--- config.mk ---
export PLATFORM = sky130hd
export DESIGN_NAME = lightload_burst_ctrl
export DESIGN_NICKNAME = d
export VERILOG_FILES = /design/src/rtl/lb_pkg.sv /design/src/rtl/lb_fb_zone.sv /design/src/rtl/lb_dwell_timer.sv /design/src/rtl/lb_burst_fsm.sv /design/src/rtl/lb_out_stage.sv /design/src/rtl/lightload_burst_ctrl.sv
export SDC_FILE = /design/constraint.sdc
export NUM_CORES = 1
export LEC_CHECK = 0
export BUFFER_PORTS_ARGS = -buffer_cell sky130_fd_sc_hd__clkbuf_2
export CORE_UTILIZATION = 35
export CTS_BUF_LIST = sky130_fd_sc_hd__clkbuf_8
export DETAILED_ROUTE_END_ITERATION = 12
export MAX_ROUTING_LAYER = met4
export PLACE_DENSITY = 0.58
export SLEW_MARGIN = 0
export SYNTH_ARGS = -nofsm -noshare
export SYNTH_HDL_FRONTEND = slang
export SYNTH_SLANG_ARGS = --single-unit
--- constraint.sdc ---
create_clock -name clk -period 2.9 [get_ports clk]
set_clock_uncertainty 0.1 [all_clocks]
set_input_delay 0 -clock clk [delete_from_list [all_inputs] [get_ports clk]]
set_output_delay 0 -clock clk [all_outputs]
set_load 0.01 [all_outputs]
--- src/rtl/lb_pkg.sv ---
`timescale 1ns/1ps
package lb_pkg;

  typedef enum logic [2:0] {
    LB_RUN   = 3'd0,
    LB_PAUSE = 3'd1,
    LB_DEEP  = 3'd2,
    LB_WAKE  = 3'd3,
    LB_POR   = 3'd4
  } lb_state_e;

  typedef enum logic [1:0] {
    FB_BAND = 2'd0,
    FB_LOW  = 2'd1,
    FB_HIGH = 2'd2
  } fb_zone_e;

  // The low flag wins when both comparators report at once.
  function automatic fb_zone_e zone_of(input logic below_lo, input logic above_hi);
    if (below_lo)      return FB_LOW;
    else if (above_hi) return FB_HIGH;
    else               return FB_BAND;
  endfunction

endpackage

--- src/rtl/lb_fb_zone.sv ---
`timescale 1ns/1ps
module lb_fb_zone
  import lb_pkg::*;
(
  input  logic     fb_below_lo,
  input  logic     fb_above_hi,
  output fb_zone_e zone
);

  always_comb begin
    zone = zone_of(fb_below_lo, fb_above_hi);
  end

endmodule

--- src/rtl/lb_dwell_timer.sv ---
`timescale 1ns/1ps
module lb_dwell_timer #(
  parameter int CNT_W = 16
) (
  input  logic             clk,
  input  logic             rst,
  input  logic             clr,
  input  logic             inc,
  output logic [CNT_W-1:0] cnt
);

  always_ff @(posedge clk) begin
    if (rst || clr) cnt <= '0;
    else if (inc)   cnt <= cnt + 1'b1;
  end


  timer_nowrap_chk: assert property (@(posedge clk) disable iff (rst)
    (inc && !clr) |-> (cnt != {CNT_W{1'b1}}));

endmodule

--- src/rtl/lb_burst_fsm.sv ---
`timescale 1ns/1ps
module lb_burst_fsm
  import lb_pkg::*;
#(
  parameter int ENTRY_CYC = 32000,
  parameter int EXIT_CYC  = 1250,
  parameter int CNT_W     = 16
) (
  input  logic             clk,
  input  logic             rst,
  input  fb_zone_e         zone,
  input  logic [CNT_W-1:0] cnt,
  output lb_state_e        state,
  output lb_state_e        nxt,
  output logic             clr,
  output logic             inc
);

  localparam logic [CNT_W-1:0] ENTRY_LAST = CNT_W'(ENTRY_CYC - 1);
  localparam logic [CNT_W-1:0] EXIT_LAST  = CNT_W'(EXIT_CYC - 1);

  always_comb begin
    nxt = state;
    clr = 1'b1;
    inc = 1'b0;
    unique case (state)
      LB_RUN: begin
        if (zone == FB_LOW) begin
          nxt = LB_PAUSE;
          clr = 1'b0;
          inc = 1'b1;
        end
      end
      LB_PAUSE: begin
        if (zone == FB_LOW) begin
          if (cnt == ENTRY_LAST) begin
            nxt = LB_DEEP;
          end else begin
            clr = 1'b0;
            inc = 1'b1;
          end
        end else if (zone == FB_HIGH) begin
          nxt = LB_RUN;
        end
      end
      LB_DEEP: begin
        if (zone == FB_HIGH) nxt = LB_WAKE;
      end
      LB_WAKE: begin
        if (cnt == EXIT_LAST) begin
          nxt = LB_POR;
        end else begin
          clr = 1'b0;
          inc = 1'b1;
        end
      end
      LB_POR:  nxt = LB_RUN;
      default: nxt = LB_RUN;
    endcase
  end

  always_ff @(posedge clk) begin
    if (rst) state <= LB_RUN;
    else     state <= nxt;
  end


  wake_commit_chk: assert property (@(posedge clk) disable iff (rst)
    (state == LB_WAKE) |=> (state == LB_WAKE || state == LB_POR));


  low_no_exit_chk: assert property (@(posedge clk) disable iff (rst)
    (state == LB_DEEP && zone == FB_LOW) |=> (state == LB_DEEP));

endmodule

--- src/rtl/lb_out_stage.sv ---
`timescale 1ns/1ps
module lb_out_stage
  import lb_pkg::*;
(
  input  logic      clk,
  input  logic      rst,
  input  lb_state_e nxt,
  input  fb_zone_e  zone,
  input  logic      gate_start,
  output logic      sw_en,
  output logic      deep_idle,
  output logic      wake_por,
  output logic      sd_cont,
  output logic      sd_sample
);

  always_ff @(posedge clk) begin
    if (rst) begin
      sw_en     <= 1'b1;
      deep_idle <= 1'b0;
      wake_por  <= 1'b0;
      sd_cont   <= 1'b0;
      sd_sample <= 1'b0;
    end else begin
      sw_en     <= (nxt == LB_RUN);
      deep_idle <= (nxt == LB_DEEP) || (nxt == LB_WAKE);
      wake_por  <= (nxt == LB_POR);
      sd_cont   <= (nxt != LB_RUN);
      sd_sample <= (nxt != LB_RUN) || gate_start;
    end
  end


  pause_on_low_chk: assert property (@(posedge clk) disable iff (rst)
    (sw_en && zone == FB_LOW) |=> !sw_en);


  resume_chk: assert property (@(posedge clk) disable iff (rst)
    (!sw_en && !deep_idle && zone == FB_HIGH) |=> sw_en);


  deep_entry_chk: assert property (@(posedge clk) disable iff (rst)
    $rose(deep_idle) |-> $past(zone == FB_LOW));


  por_single_chk: assert property (@(posedge clk) disable iff (rst)
    wake_por |=> (!wake_por && sw_en && !deep_idle));


  wake_hold_chk: assert property (@(posedge clk) disable iff (rst)
    (deep_idle && zone == FB_HIGH) |=> (deep_idle || wake_por));


  sd_mode_chk: assert property (@(posedge clk) disable iff (rst)
    !sw_en |-> (sd_cont && sd_sample));

endmodule

--- src/rtl/lightload_burst_ctrl.sv ---
`timescale 1ns/1ps
module lightload_burst_ctrl
  import lb_pkg::*;
#(
  parameter int ENTRY_CYC = 32000,
  parameter int EXIT_CYC  = 1250
) (
  input  logic clk,
  input  logic rst,
  input  logic fb_below_lo,
  input  logic fb_above_hi,
  input  logic gate_start,
  output logic sw_en,
  output logic deep_idle,
  output logic wake_por,
  output logic sd_cont,
  output logic sd_sample
);

  localparam int CNT_MAX = (ENTRY_CYC > EXIT_CYC) ? ENTRY_CYC : EXIT_CYC;
  localparam int CNT_W   = $clog2(CNT_MAX + 1);

  fb_zone_e         zone;
  lb_state_e        state;
  lb_state_e        nxt;
  logic             tmr_clr;
  logic             tmr_inc;
  logic [CNT_W-1:0] tmr_cnt;

  lb_fb_zone u_zone (
    .fb_below_lo (fb_below_lo),
    .fb_above_hi (fb_above_hi),
    .zone        (zone)
  );

  lb_dwell_timer #(.CNT_W(CNT_W)) u_timer (
    .clk (clk),
    .rst (rst),
    .clr (tmr_clr),
    .inc (tmr_inc),
    .cnt (tmr_cnt)
  );

  lb_burst_fsm #(
    .ENTRY_CYC (ENTRY_CYC),
    .EXIT_CYC  (EXIT_CYC),
    .CNT_W     (CNT_W)
  ) u_fsm (
    .clk   (clk),
    .rst   (rst),
    .zone  (zone),
    .cnt   (tmr_cnt),
    .state (state),
    .nxt   (nxt),
    .clr   (tmr_clr),
    .inc   (tmr_inc)
  );

  lb_out_stage u_out (
    .clk        (clk),
    .rst        (rst),
    .nxt        (nxt),
    .zone       (zone),
    .gate_start (gate_start),
    .sw_en      (sw_en),
    .deep_idle  (deep_idle),
    .wake_por   (wake_por),
    .sd_cont    (sd_cont),
    .sd_sample  (sd_sample)
  );

endmodule

==> flow_metrics.py <==
metrics = {
    "sta": {
        "worst_pin_slew_ns": 0.601,
        "setup_viol": 0,
        "grt_setup_unrepaired": "no",
        "holdWs_ns": 0.00450,
        "hold_violations": 0,
        "min_period_ns": 2.57,
        "fmax_mhz": 390,
        "maxSlewViolCount": 0,
        "setup-tns-final_ns": 0,
        "relSlewSlack_pct": 59.8,
        "fin_crit_sh_pct": 88.5,
    },
    "synthesis": {
        "synth_top_area_share_pct": 36.6,
        "ys_warn_count": 0,
        "synth_edf_count": 0,
        "syn_inst": 140,
        "synth_most_common_cell": "dfxtp_1",
        "syn_avg_cell_area_um2": 8.99,
        "netlist_area_um2": 1260,
        "ys_ff_latch": 23,
        "syn_nets": 147,
        "yosysTopAreaCell": "dfxtp_1",
        "async_flop_share_pct": 0,
        "synth_area_leaders": "dfxtp_1, mux2i_1, nand3b_1",
        "synthTopCellsByCount": "dfxtp_1, nand2_1, mux2i_1, nand3_1, a21oi_1",
        "seq_area_frac_synth_pct": 36.6,
        "synth.distinct_cells": 41,
        "synth_flop_cell": "dfxtp_1",
    },
    "power": {
        "peakVddDrop_uv": 183,
        "p_leak_nw": 0.455,
        "p_per_area_nw_per_um2": 416,
    },
    "global_route": {
        "grt_max_degree": 20,
        "grt_pass1_vias": 992,
        "antenna_found_initial": 0,
        "grt_pass1_wl_um": 4510,
        "overflow": 0,
        "grt_use_total_pct": 16.6,
    },
    "clock_network": {
        "cts-root-buf": "clkbuf_8",
        "cts_max_level": 1,
        "cts_tree": "yes",
        "post-cts-setup-buffers": 0,
        "cts_sinks": 23,
        "clkTransAtPathRegs_ns": 0.09,
        "numCtsBuffers": 3,
        "ctsLongestPathBuffers": 2,
        "clock_latency_ns": 0.27,
    },
    "route": {
        "wl_um": 2720,
        "drt_iter0_markers": 92,
        "wl_per_cell_um": 13.7,
        "first_pass_iters": 5,
        "dr_total_vias": 1101,
        "ant_nets": 0,
        "viasPerCell": 5.53,
        "drc": 0,
    },
    "critical_path": {
        "worst-setup-path-type": "reg -> reg",
        "required_ns": 2.96,
        "cp_data_arrival_time_ns": 2.62,
        "cpPeakStageDelay_ns": 0.58,
        "endpoint_kind": "register",
        "startpoint_type": "register",
        "cp_slowest_cell": "or4_4",
        "path_cells": "ha_1 -> or4bb_1 -> or4_4 -> o311a_1 -> buf_4 -> nand2_1 -> a21oi_1",
        "critPathMaxFanout": 19,
    },
    "placement": {
        "gp_congestion": 0.799,
        "place_hpwl_um": 1940,
        "port_buffers": 9,
        "dpl-instance-area_um2": 1350,
    },
    "floorplan": {
        "dieHeight_um": 62.0,
        "coreArea_um2": 3390,
        "die_x_um": 62.0,
        "io_pins": 10,
        "start_util_pct": 37.1,
        "placementRows": 21,
        "die-area_um2": 3840,
    },
    "finish": {
        "drive_gt1_share_pct": 18.3,
        "antennaDiodeCount": 0,
        "fin_area_um2": 1430,
        "synthToLayoutAreaGrowth_pct": 13.3,
        "fill_cells": 347,
        "nets": 161,
    },
    "status": {
        "status": "finished clean",
    },
    "run": {
        "maxCapViolations": 0,
    },
    "worst_hold_path": {
        "hp-class": "in -> reg",
    },
}
==> kinds of logic (layout without fill, tap and decap cells) <==
group / count (synthesis) / after routing / synth area share [%]
simple gates: 61 / 61 / 30.2
compound gates: 31 / 31 / 17.9
flops: 23 / 23 / 36.6
buf+inv: 13 / 26 / 5.37
mux: 10 / 10 / 7.95
fa+ha+maj: 2 / 2 / 1.99
==> area by class of cell <==
| type | instances | area [um^2] | area share [%] |
|---|---|---|---|
| clock inverter | 1 | 5.00 | 0.351 |
| timing repair buffer | 17 | 113 | 7.89 |
| tap | 46 | 57.6 | 4.04 |
| inverter | 5 | 18.8 | 1.32 |
| sequential | 23 | 460 | 32.3 |
| multi-input combinational | 104 | 731 | 51.2 |
| clock buffer | 3 | 41.3 | 2.89 |
==> metrics by stage <==
| step | power, mW | worst slack [ns] | instances | util [%] |
|---|---|---|---|---|
| floorplan | 0.382 | 0.467 | 140 | - |
| global placement | 0.391 | 0.410 | 192 | 39.8 |
| detailed placement | 0.395 | 0.332 | 192 | 39.8 |
| CTS | 0.604 | 0.320 | 199 | 42.1 |
| global route | 0.621 | 0.227 | 199 | 42.1 |
| finish | 0.594 | 0.334 | 199 | 42.1 |
==> placed cells by master (no fill, tap or decap), types with 2 or more instances in the layout <==
master / instances
nand3b_1: 7
ha_1: 2
a211oi_1: 5
nor2_1: 6
nand4_1: 3
buf_4: 5
dlygate4sd3_1: 3
a21oi_1: 8
a2111oi_0: 2
inv_1: 5
nand2_1: 12
a311oi_1: 3
mux2i_1: 10
a211o_1: 2
clkbuf_8: 3
nand3_2: 5
or4_1: 2
nand2b_1: 2
clkbuf_2: 9
nand3_1: 10
nor4_1: 3
dfxtp_1: 23
a21o_1: 2
o31ai_1: 2
==> flip-flops by register name, indices dropped and copies added (netlist names) <==
register         flops
u_fsm.state          3
u_out.deep_idle      1
u_out.sd_cont        1
u_out.sd_sample      1
u_out.sw_en          1
u_out.wake_por       1
u_timer.cnt         15
==> layer usage <==
metal	vias to the layer above	routed length (um)	track usage, %
met3	6	97	2.48
met4	0	49	5.71
met1	518	1330	20.7
met2	21	1240	27.4
li1	556	-	-
met5	-	0	-
==> worst max-delay path: cells and delay by family (launching register included) <==
kind	cells	cell delay (ns)
simple gates	3	1.23
compound gates	2	0.37
flops	1	0.39
buf+inv	1	0.21
fa+ha+maj	1	0.15
==> where the power goes <==
group / internal (mW) / switching [mW]
Sequential: 0.323 / 0.00680
Combinational: 0.0253 / 0.0356
Clock: 0.0960 / 0.108
==> path summary, 6_finish.rpt <==
check,start,to,slack [ns],cells after the start
max,u_timer.cnt[0]$_SDFFE_PP0P_,u_timer.cnt[0]$_SDFFE_PP0P_,0.33,7
min,fb_below_lo,u_fsm.state[1]$_SDFF_PP0_,0.005,3
max reg2reg,u_timer.cnt[0]$_SDFFE_PP0P_,u_timer.cnt[0]$_SDFFE_PP0P_,0.33,7
min reg2reg,u_timer.cnt[9]$_SDFFE_PP0P_,u_timer.cnt[9]$_SDFFE_PP0P_,0.41,2
==> timing repair <==
item                      4_1_cts  5_1_grt
resized for setup               0        0
hold endpoints to repair        8        0
hold buffers                    3        0
No activity file was read; power rests on OpenSTA's default activity.
